==> src/rtl/baud_tick_pkg.sv <==
package baud_tick_pkg;
  localparam int INT_W  = 12;
  localparam int FRAC_W = 4;
  localparam int DIV_W  = INT_W + FRAC_W;
  localparam int ACC_W  = DIV_W + 1;
  localparam int STEP   = 1 << FRAC_W;

  typedef logic [DIV_W-1:0] div_t;
  typedef logic [ACC_W-1:0] acc_t;
endpackage

==> src/rtl/baud_rst_sync.sv <==
module baud_rst_sync #(
  parameter int STAGES = 2
) (
  input  logic clk,
  input  logic rst_n,
  output logic rst_n_sync
);
  logic [STAGES-1:0] chain_q;

  always_ff @(posedge clk or negedge rst_n) begin
    if (!rst_n) chain_q <= '0;
    else        chain_q <= {chain_q[STAGES-2:0], 1'b1};
  end

  assign rst_n_sync = chain_q[STAGES-1];
endmodule

==> src/rtl/baud_div_reg.sv <==
module baud_div_reg
  import baud_tick_pkg::*;
(
  input  logic clk,
  input  logic rst_n,
  input  logic wr_en,
  input  div_t wr_data,
  output div_t div_q,
  output logic active
);
  div_t div_d;

  always_comb begin
    div_d = div_q;
    if (wr_en) div_d = wr_data;
  end

  always_ff @(posedge clk or negedge rst_n) begin
    if (!rst_n)     div_q <= '0;
    else if (wr_en) div_q <= div_d;
  end

  assign active = |div_q[DIV_W-1:FRAC_W];

  // a write is reflected in the stored divisor on the next clock
  assert_load_R1: assert property (@(posedge clk) disable iff (!rst_n)
    wr_en |=> (div_q == $past(wr_data)));
endmodule

==> src/rtl/baud_frac_accum.sv <==
module baud_frac_accum
  import baud_tick_pkg::*;
(
  input  logic clk,
  input  logic rst_n,
  input  logic restart,
  input  logic active,
  input  div_t div_val,
  output logic fire
);
  acc_t acc_q, acc_d, acc_sum, div_ext;
  logic acc_en;

  assign div_ext = {1'b0, div_val};
  assign acc_sum = acc_q + acc_t'(STEP);

  always_comb begin
    fire   = 1'b0;
    acc_d  = acc_q;
    acc_en = 1'b0;
    if (restart) begin
      acc_d  = '0;
      acc_en = 1'b1;
    end else if (active) begin
      acc_en = 1'b1;
      if (acc_sum >= div_ext) begin
        fire  = 1'b1;
        acc_d = acc_sum - div_ext;
      end else begin
        acc_d = acc_sum;
      end
    end
  end

  always_ff @(posedge clk or negedge rst_n) begin
    if (!rst_n)      acc_q <= '0;
    else if (acc_en) acc_q <= acc_d;
  end

  // a restart empties the remainder
  assert_restart_clears_R6: assert property (@(posedge clk) disable iff (!rst_n)
    restart |=> (acc_q == '0));

  // the carried remainder stays below the divisor while running
  assert_acc_bound_R3: assert property (@(posedge clk) disable iff (!rst_n)
    (active && !restart) |=> (acc_q < div_ext));
endmodule

==> src/rtl/baud_tick_gen.sv <==
module baud_tick_gen
  import baud_tick_pkg::*;
(
  input  logic             clk,
  input  logic             rst_n,
  input  logic             div_we,
  input  logic [DIV_W-1:0] div_wdata,
  output logic             tick
);
  logic rst_n_s;
  div_t div_q;
  logic active;
  logic fire;
  logic tick_d;

  baud_rst_sync #(.STAGES(2)) u_rst (
    .clk        (clk),
    .rst_n      (rst_n),
    .rst_n_sync (rst_n_s)
  );

  baud_div_reg u_div (
    .clk     (clk),
    .rst_n   (rst_n_s),
    .wr_en   (div_we),
    .wr_data (div_wdata),
    .div_q   (div_q),
    .active  (active)
  );

  baud_frac_accum u_acc (
    .clk     (clk),
    .rst_n   (rst_n_s),
    .restart (div_we),
    .active  (active),
    .div_val (div_q),
    .fire    (fire)
  );

  always_comb tick_d = fire & ~div_we;

  always_ff @(posedge clk or negedge rst_n_s) begin
    if (!rst_n_s) tick <= 1'b0;
    else          tick <= tick_d;
  end

  // a zero whole part keeps the output quiet
  assert_parked_quiet_R5: assert property (@(posedge clk) disable iff (!rst_n_s)
    (div_q[DIV_W-1:FRAC_W] == '0) |=> !tick);

  // the clock after a write carries no tick
  assert_write_blanks_R6: assert property (@(posedge clk) disable iff (!rst_n_s)
    div_we |=> !tick);

  // unit divisor ticks on every clock
  assert_unit_rate_R4: assert property (@(posedge clk) disable iff (!rst_n_s)
    (div_q == div_t'(STEP) && !div_we) |=> tick);

  // slow divisors never give adjacent ticks
  assert_no_adjacent_R7: assert property (@(posedge clk) disable iff (!rst_n_s)
    (div_q >= div_t'(2*STEP) && tick) |=> !tick);
endmodule

==> config.mk <==
export PLATFORM = sky130hd
export DESIGN_NAME = baud_tick_gen
export DESIGN_NICKNAME = d
export VERILOG_FILES = /design/src/rtl/baud_tick_pkg.sv /design/src/rtl/baud_rst_sync.sv /design/src/rtl/baud_div_reg.sv /design/src/rtl/baud_frac_accum.sv /design/src/rtl/baud_tick_gen.sv
export SDC_FILE = /design/constraint.sdc
export NUM_CORES = 1
export LEC_CHECK = 0
export ABC_AREA = 1
export ABC_CLOCK_PERIOD_IN_PS = 2900
export CAP_MARGIN = 20
export CORE_MARGIN = 3
export CORE_UTILIZATION = 38
export DETAILED_ROUTE_END_ITERATION = 10
export SYNTH_ARGS = -nofsm -noshare
export SYNTH_HDL_FRONTEND = slang
export SYNTH_SLANG_ARGS = --single-unit
==> constraint.sdc <==
create_clock -name clk -period 2.9 [get_ports clk]
set_input_delay 0.435 -clock clk [delete_from_list [all_inputs] [get_ports clk]]
set_output_delay 0.435 -clock clk [all_outputs]
set_load 0.005 [all_outputs]
==> summary.txt <==
Max-Slew Margin vs Limit: 0.336
EDFF count, synth: 0
CP Cell Sequence: inv_1 -> nor2_4 -> nand2_1 -> nor2_1 -> xor2_1 -> inv_1 -> ha_2 -> nand2_1 -> nor2_2 -> nand4_1 -> nand2_2 -> nor2_8 -> nand3_4 -> nand2_1 -> nand3_1 -> nand2_1
CTS H-tree depth: 2
Rows: 31
Dpl hpwl: 5840 um
Crit end category: flop
Final setup TNS: 0 ns
Share of the synthesized area in the top cell type: 0.308
Clock share of power: 0.148
Fin util: 0.477
# diodes: 0
CP delay by family, top: simple AND/OR/NAND/NOR gates
Die ar.: 8780 um2
Vias in the first global route: 2713
Detailed Routing Iterations Pass 1: 4
Int Pwr: 1620 uW
Most used cell, CP: nand2_1
Largest cells by area after synthesis: dfrtp_1 (31%), nand2_1 (20%), inv_1 (8.6%)
Power Density: 885 nW/um2
Critical Path AT: 2.92 ns
Area leader, netlist: dfrtp_1
CTS tree: yes
Placed inst area: 3230 um2
Max frequency: 0.367 GHz
Port bufs: 19
Initial DRC count: 133
Measured slew at the worst slew-check pin: 0.993 ns
Fin crit period: 2.73 ns
Final ANT Viol Nets: 0
Worst Reg-to-Reg Cells: 16
Initial Util: 0.396
Net Count, Synth: 478
Total GRT Usage: 0.185
RSZ-0062 raised after global routing: false
Clk sink count: 36
Placed insts: 555
Largest net degree at the start of global routing: 35
WL final: 7670 um
Post-synth ARST share: 1.00
Clock-pin slew on the worst setup and hold paths: 0.08 ns
Clock root buffer: clkbuf_8
Yosys cell types: 32
Metal-1 WL: 3630 um
Synthesized netlist cell count: 441
DR WL met2: 3640 um
Register area share after synthesis: 0.308
Final setup violation count: 0
Sequential Power Share: 0.230
CTS max path bufs: 2
Highest Signal Layer: met4
Most frequent cell after synthesis: nand2_1
Number of warning messages in the yosys log: 0
CP max stage delay: 0.39 ns
Run status: completed
DR vias: 2823
Leakage: 0.00188 uW
Period Utilization, post-route: 0.941
Core Area: 7370 um2
IO Count: 20
WP data required: 3.09 ns
DRC viols: 0
Max Cap Viol: 0
Non-Filler Instances: 572
Setup crit start kind: flop
Clk_skew: 0.00422 ns
First-pass GRT wire length: 12700 um
Mapped cell area: 2920 um2
Worst setup path class: reg2reg
Synth Area per Inst: 6.62 um2
Initial antenna violation count: 0
DIE WIDTH: 93.7 um
Via density: 4.94
Die Height: 93.7 um
Layout area overhead: 20.3%
Metal3 WL: 311 um
CP Buf/Inv Count: 2
Final RePlAce weighted congestion: 0.988
Clock Latency Late Sink: 0.30 ns
WP depth: 16
Top cells by count, synth: nand2_1 (156), inv_1 (67), dfrtp_1 (36), nand3_1 (32), nor2_1 (27)
Hold WC Path Type: in2async
Post-synth top flop: dfrtp_1
Seq cells post-synth: 36
# fillers: 734
Worst vdd ir: 0.393 mV
Share of layout cells above drive strength 1: 0.108
GRT Residual Overflow: 0
Wire per inst: 13.4 um
NetSw: 1490 uW
Crit-path slowest cell: dfrtp_1
Sw frac: 0.480
Final Instance Area: 3510 um2
Maximum fanout along the worst path: 9
Final hold violations: 0
Final Max Tran Viols: 0
Power Total: 3110 uW
Nets: 509
Num CTS Buffers: 5
Logic pwr share: 0.622
cell families after synthesis:
logic type | Yosys count | synth area share
other | 1 | 0.00128
AND/OR/NAND/NOR | 265 | 0.414
AO/OA/AOI/OAI | 30 | 0.0531
adder cells (fa/ha/maj) | 18 | 0.0797
buffers and inverters | 78 | 0.105
flip-flops | 36 | 0.308
XOR/XNOR | 13 | 0.0390
through the flow:
| step | hold slack [ns] | setup slack, ns |
|---|---|---|
| 2_1_floorplan | 0.139 | 0.298 |
| 3_3_place_gp | 0.336 | -0.0799 |
| 3_5_place_dp | 0.342 | -0.202 |
| 4_1_cts | 0.285 | 0.00955 |
| 5_1_grt | 0.280 | 0.0000810 |
| 6_report | 0.288 | 0.172 |
metal layers:
layer / vias up / global-route usage
li1: 1467 / -
met1: 1286 / 0.241
met2: 61 / 0.315
met3: 9 / 0.0264
met4: 0 / 0.0554
met5: - / 0
power groups by stage:
| stage | Sequential (uW) | Clock (uW) | Combinational (uW) |
|---|---|---|---|
| floorplan | 702 | 0 | 1350 |
| global placement | 724 | 0 | 1700 |
| detailed placement | 727 | 0 | 1700 |
| CTS | 715 | 470 | 1740 |
| global route | 731 | 495 | 2190 |
| finish | 717 | 460 | 1930 |
state kept, by name, summed over array words and instances, names as in the netlist:
register / cells
u_acc.acc_q: 17
u_div.div_q: 16
tick: 1
u_rst.chain_q: 2
final timing paths:
| kind | to | slack, ns | startpoint |
|---|---|---|---|
| max in group asynchronous | u_div.div_q[13]$_DFFE_PN0P_ | 1.89 | u_rst.chain_q[1]$_DFF_PN0_ |
| max | u_acc.acc_q[11]$_DFFE_PN0P_ | 0.17 | u_acc.acc_q[4]$_DFFE_PN0P_ |
| min in group clk | u_rst.chain_q[1]$_DFF_PN0_ | 0.36 | u_rst.chain_q[0]$_DFF_PN0_ |
| min | u_rst.chain_q[0]$_DFF_PN0_ | 0.29 | rst_n |
| max reg2reg | u_acc.acc_q[11]$_DFFE_PN0P_ | 0.17 | u_acc.acc_q[4]$_DFFE_PN0P_ |
| min reg2reg | u_acc.acc_q[3]$_DFFE_PN0P_ | 0.31 | u_rst.chain_q[1]$_DFF_PN0_ |
area by class of cell:
cell class | count | area, um2 | area share
Timing Repair Buffer | 31 | 300 | 0.0854
Tap cell | 99 | 124 | 0.0352
Clock buffer | 5 | 68.8 | 0.0196
Clock inverter | 3 | 42.5 | 0.0121
Multi-Input combinational cell | 330 | 1820 | 0.518
Sequential cell | 36 | 902 | 0.257
Inverter | 68 | 255 | 0.0726
layout by cell type, fill, tap and decap left out, types with 2 or more instances in the layout:
master / n
nand2_4: 2
buf_6: 2
and2_1: 3
ha_2: 3
nand3_1: 31
nand2_1: 152
nor2_1: 25
nor2_4: 4
ha_1: 13
a21oi_1: 10
clkbuf_8: 5
nor3_1: 3
dfrtp_1: 35
inv_1: 67
nor2_2: 2
nand3_2: 3
xnor2_1: 6
nand4_1: 23
nand2_2: 6
clkdlybuf4s50_1: 19
nand3_4: 3
nand3b_1: 5
or2_2: 3
o21ai_0: 18
buf_4: 9
xor2_1: 7
repair_timing:
action,CTS,global route
pin swaps,1,6
hold endpoints to repair,0,0
gates resized for setup,3,17
hold buffers,0,0
cloned,0,3
buffers inserted,3,3
endpoints found under the setup margin,18,18
No activity file was read; power rests on OpenSTA's default activity.
